--- src/rtl/acs_pkg.sv ---
`timescale 1ns/1ps
package acs_pkg;
  // Configuration field positions; other logic decodes these, so they are fixed.
  localparam int FIX_BIT = 21;
  localparam int WIDE_BIT = 20;
  localparam int MODE_LSB = 16;
  localparam int LEN_LSB = 12;
  localparam int WWAIT_LSB = 8;
  localparam logic [31:0] CFG_WRITABLE = 32'h0037_FF00;
  localparam logic [31:0] CFG_BASE_RESET = 32'h0000_FF00;
  localparam logic [2:0] MODE_PAGE = 3'b001;

  typedef struct packed {
    logic       fixAddr;
    logic       wide;
    logic [2:0] rdMode;
    logic [3:0] strobeLen;
    logic [3:0] wrWait;
  } cs_cfg_t;

  typedef struct packed {
    logic load;
    logic advance;
    logic capture;
    logic window;
    logic oeOn;
    logic weOn;
  } strobe_t;

  typedef enum logic [2:0] {
    ST_IDLE, ST_SETUP, ST_WAIT, ST_STROBE, ST_HOLD, ST_DONE
  } state_t;

  function automatic cs_cfg_t unpackCfg(input logic [31:0] r);
    cs_cfg_t c;
    c.fixAddr   = r[FIX_BIT];
    c.wide      = r[WIDE_BIT];
    c.rdMode    = r[MODE_LSB +: 3];
    c.strobeLen = r[LEN_LSB +: 4];
    c.wrWait    = r[WWAIT_LSB +: 4];
    return c;
  endfunction
endpackage

--- src/rtl/acs_cfg_regs.sv ---
`timescale 1ns/1ps
module acs_cfg_regs
  import acs_pkg::*;
#(
  parameter int NUM_CS = 4,
  parameter logic [NUM_CS-1:0] WIDE_RESET = 'b0110,
  localparam int SEL_W = $clog2(NUM_CS)
) (
  input  logic             clk,
  input  logic             rstN,
  input  logic             cfgWe,
  input  logic [SEL_W-1:0] cfgSel,
  input  logic [31:0]      cfgWdata,
  output logic [31:0]      cfgRdata,
  input  logic [SEL_W-1:0] lookSel,
  output cs_cfg_t          lookCfg
);
  logic [31:0] regs [NUM_CS];

  for (genvar g = 0; g < NUM_CS; g++) begin : g_cs
    localparam logic [31:0] RESET_VAL =
      CFG_BASE_RESET | (WIDE_RESET[g] ? (32'h1 << WIDE_BIT) : 32'h0);
    always_ff @(posedge clk or negedge rstN) begin
      if (!rstN) begin
        regs[g] <= RESET_VAL;
      end else if (cfgWe && (cfgSel == SEL_W'(g))) begin
        regs[g] <= cfgWdata & CFG_WRITABLE;
      end
    end
  end

  assign cfgRdata = regs[cfgSel];
  assign lookCfg  = unpackCfg(regs[lookSel]);
endmodule

--- src/rtl/acs_ctrl.sv ---
`timescale 1ns/1ps
module acs_ctrl
  import acs_pkg::*;
#(
  parameter int NUM_CS = 4,
  parameter int FIXED_WAIT = 4,
  parameter int TAG_W = 20,
  localparam int SEL_W = $clog2(NUM_CS),
  localparam int CNT_W = (FIXED_WAIT > 15) ? $clog2(FIXED_WAIT + 1) : 4
) (
  input  logic             clk,
  input  logic             rstN,
  input  logic             reqValid,
  input  logic             reqWrite,
  input  logic             reqWide,
  input  logic [SEL_W-1:0] reqCs,
  input  logic             cfgWide,
  input  logic [2:0]       cfgMode,
  input  logic [3:0]       cfgLen,
  input  logic [3:0]       cfgWait,
  input  logic [TAG_W-1:0] beatTag,
  output strobe_t          stb,
  output logic             busy,
  output logic             done,
  output logic             err
);
  state_t state;
  logic [CNT_W-1:0] cnt;
  logic isWr, two, beat, errFlag;
  logic [2:0] modeL;
  logic [3:0] lenL, waitL;
  logic [SEL_W-1:0] csL;
  logic pageValid;
  logic [SEL_W-1:0] pageCs;
  logic [TAG_W-1:0] pageTag;

  logic [CNT_W-1:0] lenM1, fixedM1, readM1;
  logic pageHit;

  assign fixedM1 = CNT_W'(FIXED_WAIT - 1);
  assign lenM1   = (lenL == 4'd0) ? '0 : (CNT_W'(lenL) - CNT_W'(1));
  assign pageHit = (modeL == MODE_PAGE) && pageValid && (pageCs == csL) && (pageTag == beatTag);
  assign readM1  = pageHit ? lenM1 : fixedM1;

  always_comb begin
    stb         = '0;
    stb.window  = (state == ST_SETUP) || (state == ST_WAIT) || (state == ST_STROBE) || (state == ST_HOLD);
    stb.oeOn    = (state == ST_STROBE) && !isWr;
    stb.weOn    = (state == ST_STROBE) && isWr;
    stb.load    = (state == ST_IDLE) && reqValid && !cfgWide;
    stb.capture = (state == ST_STROBE) && (cnt == '0) && !isWr;
    stb.advance = (state == ST_HOLD) && two && !beat;
  end

  assign busy = (state != ST_IDLE);
  assign done = (state == ST_DONE);
  assign err  = (state == ST_DONE) && errFlag;

  always_ff @(posedge clk or negedge rstN) begin
    if (!rstN) begin
      state     <= ST_IDLE;
      cnt       <= '0;
      isWr      <= 1'b0;
      two       <= 1'b0;
      beat      <= 1'b0;
      errFlag   <= 1'b0;
      modeL     <= '0;
      lenL      <= '0;
      waitL     <= '0;
      csL       <= '0;
      pageValid <= 1'b0;
      pageCs    <= '0;
      pageTag   <= '0;
    end else begin
      unique case (state)
        ST_IDLE: begin
          if (reqValid) begin
            if (cfgWide) begin
              state   <= ST_DONE;
              errFlag <= 1'b1;
            end else begin
              state   <= ST_SETUP;
              errFlag <= 1'b0;
              isWr    <= reqWrite;
              two     <= reqWide;
              beat    <= 1'b0;
              modeL   <= cfgMode;
              lenL    <= cfgLen;
              waitL   <= cfgWait;
              csL     <= reqCs;
            end
          end
        end
        ST_SETUP: begin
          if (isWr) begin
            pageValid <= 1'b0;
            if (waitL != 4'd0) begin
              state <= ST_WAIT;
              cnt   <= CNT_W'(waitL) - CNT_W'(1);
            end else begin
              state <= ST_STROBE;
              cnt   <= lenM1;
            end
          end else begin
            state <= ST_STROBE;
            cnt   <= readM1;
            if (modeL == MODE_PAGE) begin
              pageValid <= 1'b1;
              pageCs    <= csL;
              pageTag   <= beatTag;
            end else begin
              pageValid <= 1'b0;
            end
          end
        end
        ST_WAIT: begin
          if (cnt == '0) begin
            state <= ST_STROBE;
            cnt   <= lenM1;
          end else begin
            cnt <= cnt - CNT_W'(1);
          end
        end
        ST_STROBE: begin
          if (cnt == '0) state <= ST_HOLD;
          else cnt <= cnt - CNT_W'(1);
        end
        ST_HOLD: begin
          if (two && !beat) begin
            beat  <= 1'b1;
            state <= ST_SETUP;
          end else begin
            state <= ST_DONE;
          end
        end
        ST_DONE: state <= ST_IDLE;
        default: state <= ST_IDLE;
      endcase
    end
  end
endmodule

--- src/rtl/acs_datapath.sv ---
`timescale 1ns/1ps
module acs_datapath
  import acs_pkg::*;
#(
  parameter int NUM_CS = 4,
  parameter int HW_W = 23,
  parameter int PAGE_BITS = 3,
  localparam int SEL_W = $clog2(NUM_CS),
  localparam int TAG_W = HW_W - PAGE_BITS
) (
  input  logic              clk,
  input  logic              rstN,
  input  strobe_t           stb,
  input  logic [HW_W-1:0]   reqHw,
  input  logic [31:0]       reqWdata,
  input  logic [3:0]        reqBe,
  input  logic [SEL_W-1:0]  reqCs,
  input  logic              reqWrite,
  input  logic              reqFix,
  input  logic [15:0]       memDin,
  output logic [TAG_W-1:0]  beatTag,
  output logic [31:0]       rdData,
  output logic [NUM_CS-1:0] memCsN,
  output logic              memOeN,
  output logic              memWeN,
  output logic [HW_W-1:0]   memAddr,
  output logic [15:0]       memDout,
  output logic              memDoutEn,
  output logic [1:0]        memBeN
);
  logic [HW_W-1:0]  baseHw;
  logic [31:0]      wdataR;
  logic [3:0]       beR;
  logic [SEL_W-1:0] csR;
  logic             wrR, fixR, beat1;
  logic [HW_W-1:0]  beatHw;

  always_ff @(posedge clk or negedge rstN) begin
    if (!rstN) begin
      baseHw <= '0;
      wdataR <= '0;
      beR    <= '0;
      csR    <= '0;
      wrR    <= 1'b0;
      fixR   <= 1'b0;
      beat1  <= 1'b0;
      rdData <= '0;
    end else begin
      if (stb.load) begin
        baseHw <= reqHw;
        wdataR <= reqWdata;
        beR    <= reqBe;
        csR    <= reqCs;
        wrR    <= reqWrite;
        fixR   <= reqFix;
        beat1  <= 1'b0;
      end else if (stb.advance) begin
        beat1 <= 1'b1;
      end
      if (stb.capture) begin
        if (beat1) rdData[31:16] <= memDin;
        else rdData <= {16'h0000, memDin};
      end
    end
  end

  // Second beat steps one halfword unless a fixed-address write is in progress.
  assign beatHw  = baseHw + ((beat1 && !(wrR && fixR)) ? HW_W'(1) : HW_W'(0));
  assign beatTag = beatHw[HW_W-1:PAGE_BITS];

  always_comb begin
    memCsN    = '1;
    memAddr   = '0;
    memDout   = '0;
    memDoutEn = 1'b0;
    memBeN    = 2'b11;
    if (stb.window) begin
      memCsN[csR] = 1'b0;
      memAddr     = beatHw;
      if (wrR) begin
        memDout   = beat1 ? wdataR[31:16] : wdataR[15:0];
        memDoutEn = 1'b1;
        memBeN    = ~(beat1 ? beR[3:2] : beR[1:0]);
      end else begin
        memBeN = 2'b00;
      end
    end
  end

  assign memOeN = ~stb.oeOn;
  assign memWeN = ~stb.weOn;
endmodule

--- src/rtl/acs_memctl.sv ---
`timescale 1ns/1ps
module acs_memctl
  import acs_pkg::*;
#(
  parameter int ADDR_W = 24,
  parameter int NUM_CS = 4,
  parameter int FIXED_WAIT = 4,
  parameter int PAGE_HW = 8,
  parameter logic [NUM_CS-1:0] WIDE_RESET = 'b0110,
  localparam int SEL_W = $clog2(NUM_CS),
  localparam int HW_W = ADDR_W - 1,
  localparam int PAGE_BITS = $clog2(PAGE_HW),
  localparam int TAG_W = HW_W - PAGE_BITS
) (
  input  logic              clk,
  input  logic              rstN,
  input  logic              cfgWe,
  input  logic [SEL_W-1:0]  cfgSel,
  input  logic [31:0]       cfgWdata,
  output logic [31:0]       cfgRdata,
  input  logic              reqValid,
  input  logic [SEL_W-1:0]  reqCs,
  input  logic [ADDR_W-1:0] reqAddr,
  input  logic              reqWrite,
  input  logic              reqWide,
  input  logic [31:0]       reqWdata,
  input  logic [3:0]        reqBe,
  output logic              busy,
  output logic              done,
  output logic              err,
  output logic [31:0]       rdData,
  output logic [NUM_CS-1:0] memCsN,
  output logic              memOeN,
  output logic              memWeN,
  output logic [HW_W-1:0]   memAddr,
  output logic [15:0]       memDout,
  output logic              memDoutEn,
  output logic [1:0]        memBeN,
  input  logic [15:0]       memDin
);
  cs_cfg_t          tgtCfg;
  strobe_t          stb;
  logic [TAG_W-1:0] beatTag;
  logic             unusedByteBit;

  assign unusedByteBit = reqAddr[0];

  acs_cfg_regs #(.NUM_CS(NUM_CS), .WIDE_RESET(WIDE_RESET)) u_regs (
    .clk(clk), .rstN(rstN), .cfgWe(cfgWe), .cfgSel(cfgSel), .cfgWdata(cfgWdata),
    .cfgRdata(cfgRdata), .lookSel(reqCs), .lookCfg(tgtCfg)
  );

  acs_ctrl #(.NUM_CS(NUM_CS), .FIXED_WAIT(FIXED_WAIT), .TAG_W(TAG_W)) u_ctrl (
    .clk(clk), .rstN(rstN), .reqValid(reqValid), .reqWrite(reqWrite), .reqWide(reqWide),
    .reqCs(reqCs), .cfgWide(tgtCfg.wide), .cfgMode(tgtCfg.rdMode), .cfgLen(tgtCfg.strobeLen),
    .cfgWait(tgtCfg.wrWait), .beatTag(beatTag), .stb(stb), .busy(busy), .done(done), .err(err)
  );

  acs_datapath #(.NUM_CS(NUM_CS), .HW_W(HW_W), .PAGE_BITS(PAGE_BITS)) u_dp (
    .clk(clk), .rstN(rstN), .stb(stb), .reqHw(reqAddr[ADDR_W-1:1]), .reqWdata(reqWdata),
    .reqBe(reqBe), .reqCs(reqCs), .reqWrite(reqWrite), .reqFix(tgtCfg.fixAddr),
    .memDin(memDin), .beatTag(beatTag), .rdData(rdData), .memCsN(memCsN), .memOeN(memOeN),
    .memWeN(memWeN), .memAddr(memAddr), .memDout(memDout), .memDoutEn(memDoutEn), .memBeN(memBeN)
  );
endmodule

--- config.mk ---
export PLATFORM = sky130hd
export DESIGN_NAME = acs_memctl
export DESIGN_NICKNAME = d
export VERILOG_FILES = /design/src/rtl/acs_pkg.sv /design/src/rtl/acs_cfg_regs.sv /design/src/rtl/acs_ctrl.sv /design/src/rtl/acs_datapath.sv /design/src/rtl/acs_memctl.sv
export SDC_FILE = /design/constraint.sdc
export NUM_CORES = 1
export LEC_CHECK = 0
export ABC_CLOCK_PERIOD_IN_PS = 3100
export BUFFER_PORTS_ARGS = -buffer_cell sky130_fd_sc_hd__buf_2
export CAP_MARGIN = 40
export CORE_MARGIN = 2
export CORE_UTILIZATION = 51
export CTS_BUF_LIST = sky130_fd_sc_hd__clkbuf_2
export CTS_CLUSTER_DIAMETER = 40
export DETAILED_ROUTE_END_ITERATION = 12
export PLACE_DENSITY = 0.79
export SLEW_MARGIN = 15
export SYNTH_ARGS = -nofsm -noshare
export SYNTH_HDL_FRONTEND = slang
export SYNTH_SLANG_ARGS = --single-unit
export TNS_END_PERCENT = 5
--- constraint.sdc ---
create_clock -name clk -period 3.1 [get_ports clk]
set_input_delay 0.31 -clock clk [delete_from_list [all_inputs] [get_ports clk]]
set_output_delay 0.31 -clock clk [all_outputs]
set_load 0.005 [all_outputs]
# Yosys cells after proc, flatten, opt, wreduce, memory -nomap -nowiden
# Index checks and enable logic that the tools add are counted.
# totals
regBits,195
word_cells,147
# op_classes
addsub,4
magnitude_cmp,4
n_eq_ne,17
n_mux,44
bitwise,9
n_reduce_logical,43
# ops
cell,count
$bmux 32 s2,2
$mux 16,4
$mux 32,2
$mux 22,2
$mux 4,7
$add 23x23->23,1
$mux 23,1
$eq 20x20->1,1
$logic_and 1x1->1,20
$mux 3,5
$pmux 3 s5,1
$mux 1,14
$ne 2x2->1 const B,6
$pmux 4 s3,1
$sub 4x1->4 const B,3
$reduce_and 3->1,3
$logic_not 4->1,2
$eq 3x1->1 const B,2
$eq 3x2->1 const B,2
$eq 3x3->1 const B,2
$ge 3x3->1 const B,2
$mux 2,3
$not 2->3,2
$reduce_and 2->1,3
18 further kinds,30

# Longest topological paths before layout
# depth
word_depth,10
mapped_depth,13

# Modules after synthesis
# From an unflattened synthesis, not the netlist that was laid out.
# unflattened
hier_cells,787
area_unflattened_um2,9900.7
# by_module_without_submodules
module,n_inst,cells_per_inst,area_per_inst_um2,seq_area_each_um2
acs_datapath,1,403,4620.7,2402.3
acs_cfg_regs,1,164,2791.4,1343.8
acs_ctrl,1,220,2488.6,1176.1

# Worst setup path after synthesis
# No wires, ideal clock.
# synth_timing
path_type,register -> register
startpoint,reg u_dp.beat1
endpoint,reg u_ctrl.cnt[3]
arrival_ns,3.209
required_ns,2.976
setup_slack_ns,-0.233
stages_incl_launch_ff,14
synth_period_minus_slack_ns,3.333
path_cell_list,dfrtp_1 -> clkbuf_1 -> clkbuf_1 -> a21boi_0 -> ha_1 -> ha_1 -> and3_1 -> buf_2 -> nand2_1 -> or4_4 -> or3_1 -> nand3_2 -> nor4_4 -> a211o_1
# synth_between
elab_chain_cells,8
# synth_lines
item,line,rtl
from (decl),acs_datapath.sv:35,"logic wrR, fixR, beat1;"
from (signal assigned),acs_datapath.sv:46,beat1 <= 1'b0;
from (signal assigned),acs_datapath.sv:56,beat1 <= 1'b0;
from (signal assigned),acs_datapath.sv:58,beat1 <= 1'b1;
$logic_and 1x1->1,acs_datapath.sv:68,assign beatHw = baseHw + ((beat1 && !(wrR && fixR)) ? HW_W'(1) : HW_W'(0));
$mux 1,acs_datapath.sv:68,
$add 23x23->23,acs_datapath.sv:68,
$eq 20x20->1,acs_ctrl.sv:42,assign pageHit = (modeL == MODE_PAGE) && pageValid && (pageCs == csL) && (pageTag == beatTag);
$logic_and 1x1->1,acs_ctrl.sv:42,
$mux 4,acs_ctrl.sv:43,assign readM1 = pageHit ? lenM1 : fixedM1;
$mux 4,acs_ctrl.sv:95,if (isWr) begin
$pmux 4 s3,acs_ctrl.sv:75,unique case (state)
to (signal assigned),acs_ctrl.sv:99,cnt <= CNT_W'(waitL) - CNT_W'(1);
to (signal assigned),acs_ctrl.sv:102,cnt <= lenM1;
to (signal assigned),acs_ctrl.sv:106,cnt <= readM1;
to (decl),acs_ctrl.sv:28,logic [CNT_W-1:0] cnt;
# Every way passes these cells.
# A chain may end at the register's enable or synchronous reset.

# Worst setup path in the final report
# layout_timing
startpoint,reg u_dp.wrR
endpoint,out memAddr[22]
# layout_between
elab_chain_cells,6
# layout_lines
item,line,rtl
from (decl),acs_datapath.sv:35,
from (signal assigned),acs_datapath.sv:54,wrR <= reqWrite;
$logic_and 1x1->1,acs_datapath.sv:68,
$logic_not 1->1,acs_datapath.sv:68,
$logic_and 1x1->1,acs_datapath.sv:68,
$mux 1,acs_datapath.sv:68,
$add 23x23->23,acs_datapath.sv:68,
$mux 23,acs_datapath.sv:77,if (stb.window) begin
to (decl),acs_memctl.sv:35,"output logic [HW_W-1:0] memAddr,"
# Every way passes these cells.

==> impl_metrics.csv <==
group,metric,value,unit
global_route,grt.total_usage,24.3,%
hold_path,timing.hold.worst.class,"in2async",
worst_setup_path,kind_of_start_point_of_the_critical_path,"flip-flop",
global_route,gr-usage-met2,43.4,%
worst_setup_path,timing_worst_setup_path_type,"reg2out",
clock_network,htree_num_levels,4,
clock_network,cts.reportedPaths.clkPinSlew,0.31,ns
floorplanning,floorplan.initialDensity,51.7,%
floorplanning,fp-row-count,51,
worst_setup_path,worst_ep_required_time,2.79,ns
worst_setup_path,reg2reg_setup_slack,0.18,ns
power,post-layout-total-power,10.2,mW
clock_network,ctsLongestPathBuffers,2,
drt,drt.antenna.violating_nets,0,
place,gp_congestion,0.903,
clock_network,cts_buffers,17,
global_route,first_pass_grt_wire_length,39100,um
synthesis,synth_area_per_cell,11.6,um^2
sta,timing.final.setup_violations,7,
worst_setup_path,reg2regPathDepth,12,
sta,setup_ws,-0.180,ns
worst_setup_path,r2r_end,"u_ctrl.cnt[2]",
sta,finalClockSkew,0.0638,ns
drt,wire_per_inst,17.6,um
synthesis,ranking_of_synthesized_cells_by_area,"sky130_fd_sc_hd__dfrtp_1, sky130_fd_sc_hd__mux2_2, sky130_fd_sc_hd__dfstp_2",
global_route,globalRoute.totalOverflow,0,
floorplanning,core_region_area,19400,um^2
clock_network,cts_tree,"built",
place,dp.final_hpwl,16900,um
floorplanning,die_width,144,um
worst_setup_path,worstReg2RegStart,"u_dp.wrR",
synthesis,number_of_flops_mapped_to_enable_cells_by_yosys,0,
final_layout,layout.cell_area.non_filler,12800,um^2
worst_setup_path,cp_data_arrival_time,2.97,ns
sta,grt_setup_unrepaired,"true",
drt,detailedRoute.firstPassIterationCount,5,
drt,route.vias.total,7783,
synthesis,syn-cell-area,10000,um^2
clock_network,cts_root_buf,"sky130_fd_sc_hd__clkbuf_2",
power,vdd_ir_drop_max,0.458,mV
drt,detail_route.drc_violations,0,
drt,drt-initial-drc-count,366,
sta,min_period,3.28,ns
run,max-cap-violations,0,
sta,max_clock_freq,305,MHz
global_route,antenna_found_initial,1,
power,power_leakage,5.70,nW
global_route,grt_util_met3,5.46,%
synthesis,ys.warnings.count,0,
worst_setup_path,critPathCaptureType,"output port",
synthesis,yosys.area.top_type_share,40.2,%
sta,hold_viol_final,0,
synthesis,synth_cell_types,67,
global_route,grt-busiest-layer,"met2",
synthesis,synth_cells,868,
synthesis,synth_seq_cells,195,
final_layout,finalNetCount,1284,
global_route,first_global_vias,7877,
final_layout,synthToLayoutAreaGrowth,27.3,%
sta,timing.final.max_slew_violations,0,
synthesis,synth_flop_cell,"sky130_fd_sc_hd__dfrtp_1",
floorplanning,floorplan.die_area,20800,um^2
synthesis,yosysTopAreaCell,"sky130_fd_sc_hd__dfrtp_1",
place,dpl-instance-area,11300,um^2
floorplanning,number_of_top_level_design_ports,233,
sta,slew_headroom,44.2,%
sta,fin_crit_share,106,%
clock_network,clk_latency,0.79,ns
final_layout,filler_cell_count,1490,
floorplanning,die_y,144,um
drt,postRouteWirelength,25300,um
run_status,result_of_the_run,"finished with violations",
worst_setup_path,cp_max_fo,6,
clock_network,numClockSinks,195,
place,numPortBuffers,193,
synthesis,synth_seq_area_share,49.1,%
drt,detail_route.vias_per_cell,5.40,
synthesis,synthArstFlopShare,100,%
final_layout,post_route_cells_drive_above_1_share,42.8,%
sta,transition_at_the_pin_with_the_smallest_max_transition_slack,0.835,ns
power,ratio_of_total_power_to_cell_area,798,nW/um^2
global_route,pin_count_of_the_biggest_net_entering_global_routing,85,
run_status,failed_checks,"negative setup slack",
global_route,use_met1,29.4,%
[logic make-up (layout without fill, tap and decap cells)]
logic type / after synthesis / in the layout / synth area share (%)
adders and majority gates: 5 / 5 / 0.624
and+or+nand+nor: 242 / 242 / 11.5
xor gates and xnor gates: 39 / 39 / 4.40
other: 1 / 21 / 0.0374
muxes: 184 / 184 / 23.4
DFF: 195 / 195 / 49.1
AOI/OAI and AO/OA: 114 / 114 / 6.85
buffers and inverters: 88 / 376 / 4.14
[worst max path at each step]
stage | startpoint | endpoint | depth (start not counted)
after global routing | u_dp.wrR | memAddr[22] | 9
after global placement | u_dp.wrR | u_ctrl.cnt[1] | 10
after floorplan | u_dp.beat1 | u_ctrl.cnt[3] | 13
after CTS | u_dp.fixR | memAddr[22] | 9
final | u_dp.wrR | memAddr[22] | 9
after detailed placement | u_dp.wrR | u_ctrl.cnt[1] | 9
[registers in the layout, summed over array words and instances (netlist names), 2 cells and up]
register        flops
u_ctrl.cnt          4
u_ctrl.csL          2
u_ctrl.lenL         4
u_ctrl.modeL        3
u_ctrl.pageCs       2
u_ctrl.pageTag     20
u_ctrl.state        3
u_ctrl.waitL        4
u_dp.baseHw        23
u_dp.beR            4
u_dp.csR            2
u_dp.rdData        32
u_dp.wdataR        32
u_regs.regs        52
[where the power goes]
part | internal [mW] | switching (mW) | total [mW]
clock network | 0.272 | 0.991 | 1.26
logic | 2.31 | 2.11 | 4.42
registers | 3.55 | 0.951 | 4.50
total | 6.14 | 4.05 | 10.2
[worst max-delay path, cell delays in order (launching register included)]
cell and delay (ns):
sky130_fd_sc_hd__dfrtp_1 0.46, sky130_fd_sc_hd__a21boi_2 0.15, sky130_fd_sc_hd__ha_2 0.23, sky130_fd_sc_hd__ha_4 0.14, sky130_fd_sc_hd__and3_4 0.22, sky130_fd_sc_hd__nand2_8 0.07, sky130_fd_sc_hd__or4_4 0.54, sky130_fd_sc_hd__xor2_4 0.18
sky130_fd_sc_hd__nor2_1 0.10, sky130_fd_sc_hd__buf_2 0.12
[routing by layer]
layer | vias up | wire length [um]
met5 | - | 0
met2 | 229 | 13300
li1 | 3636 | -
met4 | 0 | 618
met1 | 3871 | 10300
met3 | 47 | 1110
[cells in the final DEF (no fill, tap or decap), types with 5 or more instances in the layout]
master and count:
sky130_fd_sc_hd__and2_1 7, sky130_fd_sc_hd__nor3_1 6, sky130_fd_sc_hd__nor2_1 62, sky130_fd_sc_hd__o21ai_0 65, sky130_fd_sc_hd__mux2i_1 18, sky130_fd_sc_hd__nand4_1 9
sky130_fd_sc_hd__dlygate4sd3_1 94, sky130_fd_sc_hd__clkbuf_2 17, sky130_fd_sc_hd__buf_2 192, sky130_fd_sc_hd__inv_1 20, sky130_fd_sc_hd__buf_4 32, sky130_fd_sc_hd__dfrtp_2 6
sky130_fd_sc_hd__conb_1 19, sky130_fd_sc_hd__xor2_1 9, sky130_fd_sc_hd__dfstp_2 34, sky130_fd_sc_hd__nand2_1 90, sky130_fd_sc_hd__mux2_2 140, sky130_fd_sc_hd__a21oi_1 12
sky130_fd_sc_hd__nor2b_1 7, sky130_fd_sc_hd__xnor2_1 15, sky130_fd_sc_hd__nand3_1 17, sky130_fd_sc_hd__o22ai_1 5, sky130_fd_sc_hd__clkinv_8 5, sky130_fd_sc_hd__mux4_2 26
sky130_fd_sc_hd__dfrtp_1 155
[Yosys cell counts (7+ instances only)]
master	n
sky130_fd_sc_hd__dfrtp_1	161
sky130_fd_sc_hd__mux2_2	140
sky130_fd_sc_hd__nand2_1	91
sky130_fd_sc_hd__nor2_1	66
sky130_fd_sc_hd__o21ai_0	65
sky130_fd_sc_hd__clkbuf_1	38
sky130_fd_sc_hd__dfstp_2	34
sky130_fd_sc_hd__mux4_2	26
sky130_fd_sc_hd__inv_1	20
sky130_fd_sc_hd__buf_4	19
sky130_fd_sc_hd__xnor2_1	19
sky130_fd_sc_hd__mux2i_1	18
sky130_fd_sc_hd__nand3_1	18
sky130_fd_sc_hd__xor2_1	13
sky130_fd_sc_hd__a21oi_1	12
sky130_fd_sc_hd__nand4_1	9
sky130_fd_sc_hd__and2_1	7
sky130_fd_sc_hd__nor2b_1	7
sky130_fd_sc_hd__nor3_1	7
[timing repair]
action	4_1_cts	5_1_grt
setup endpoints to repair	17	50
hold endpoints to repair	266	0
setup buffers	7	9
hold buffers	94	0
pin swaps	7	8
cloned	0	0
resized for setup	21	16
[per-stage QoR]
step | setup slack, ns | TNS (ns) | hold WS, ns | instances | util, %
after floorplan | 0.00545 | 0 | 0.0144 | 886 | -
after global placement | 0.165 | 0 | 0.420 | 1297 | 58.1
after detailed placement | 0.101 | 0 | 0.426 | 1297 | 58.1
after CTS | -0.224 | -1.47 | 0.0453 | 1430 | 65.1
after global routing | -0.371 | -3.12 | 0.0463 | 1440 | 65.8
final | -0.180 | -0.586 | 0.0797 | 1441 | 65.8
[area by class of cell]
class                   instances  area (um^2)  share of cell area, %
diodes                          2         5.00                 0.0392
clock buffers                  17         85.1                  0.666
clock inverters                15          170                   1.33
inverters                      20         75.1                  0.588
multi-input cells             603         4930                   38.6
flip-flops and latches        195         4930                   38.6
well taps                     265          332                   2.60
repair buffers                324         2240                   17.5
Power figures use the tool's default switching activity.
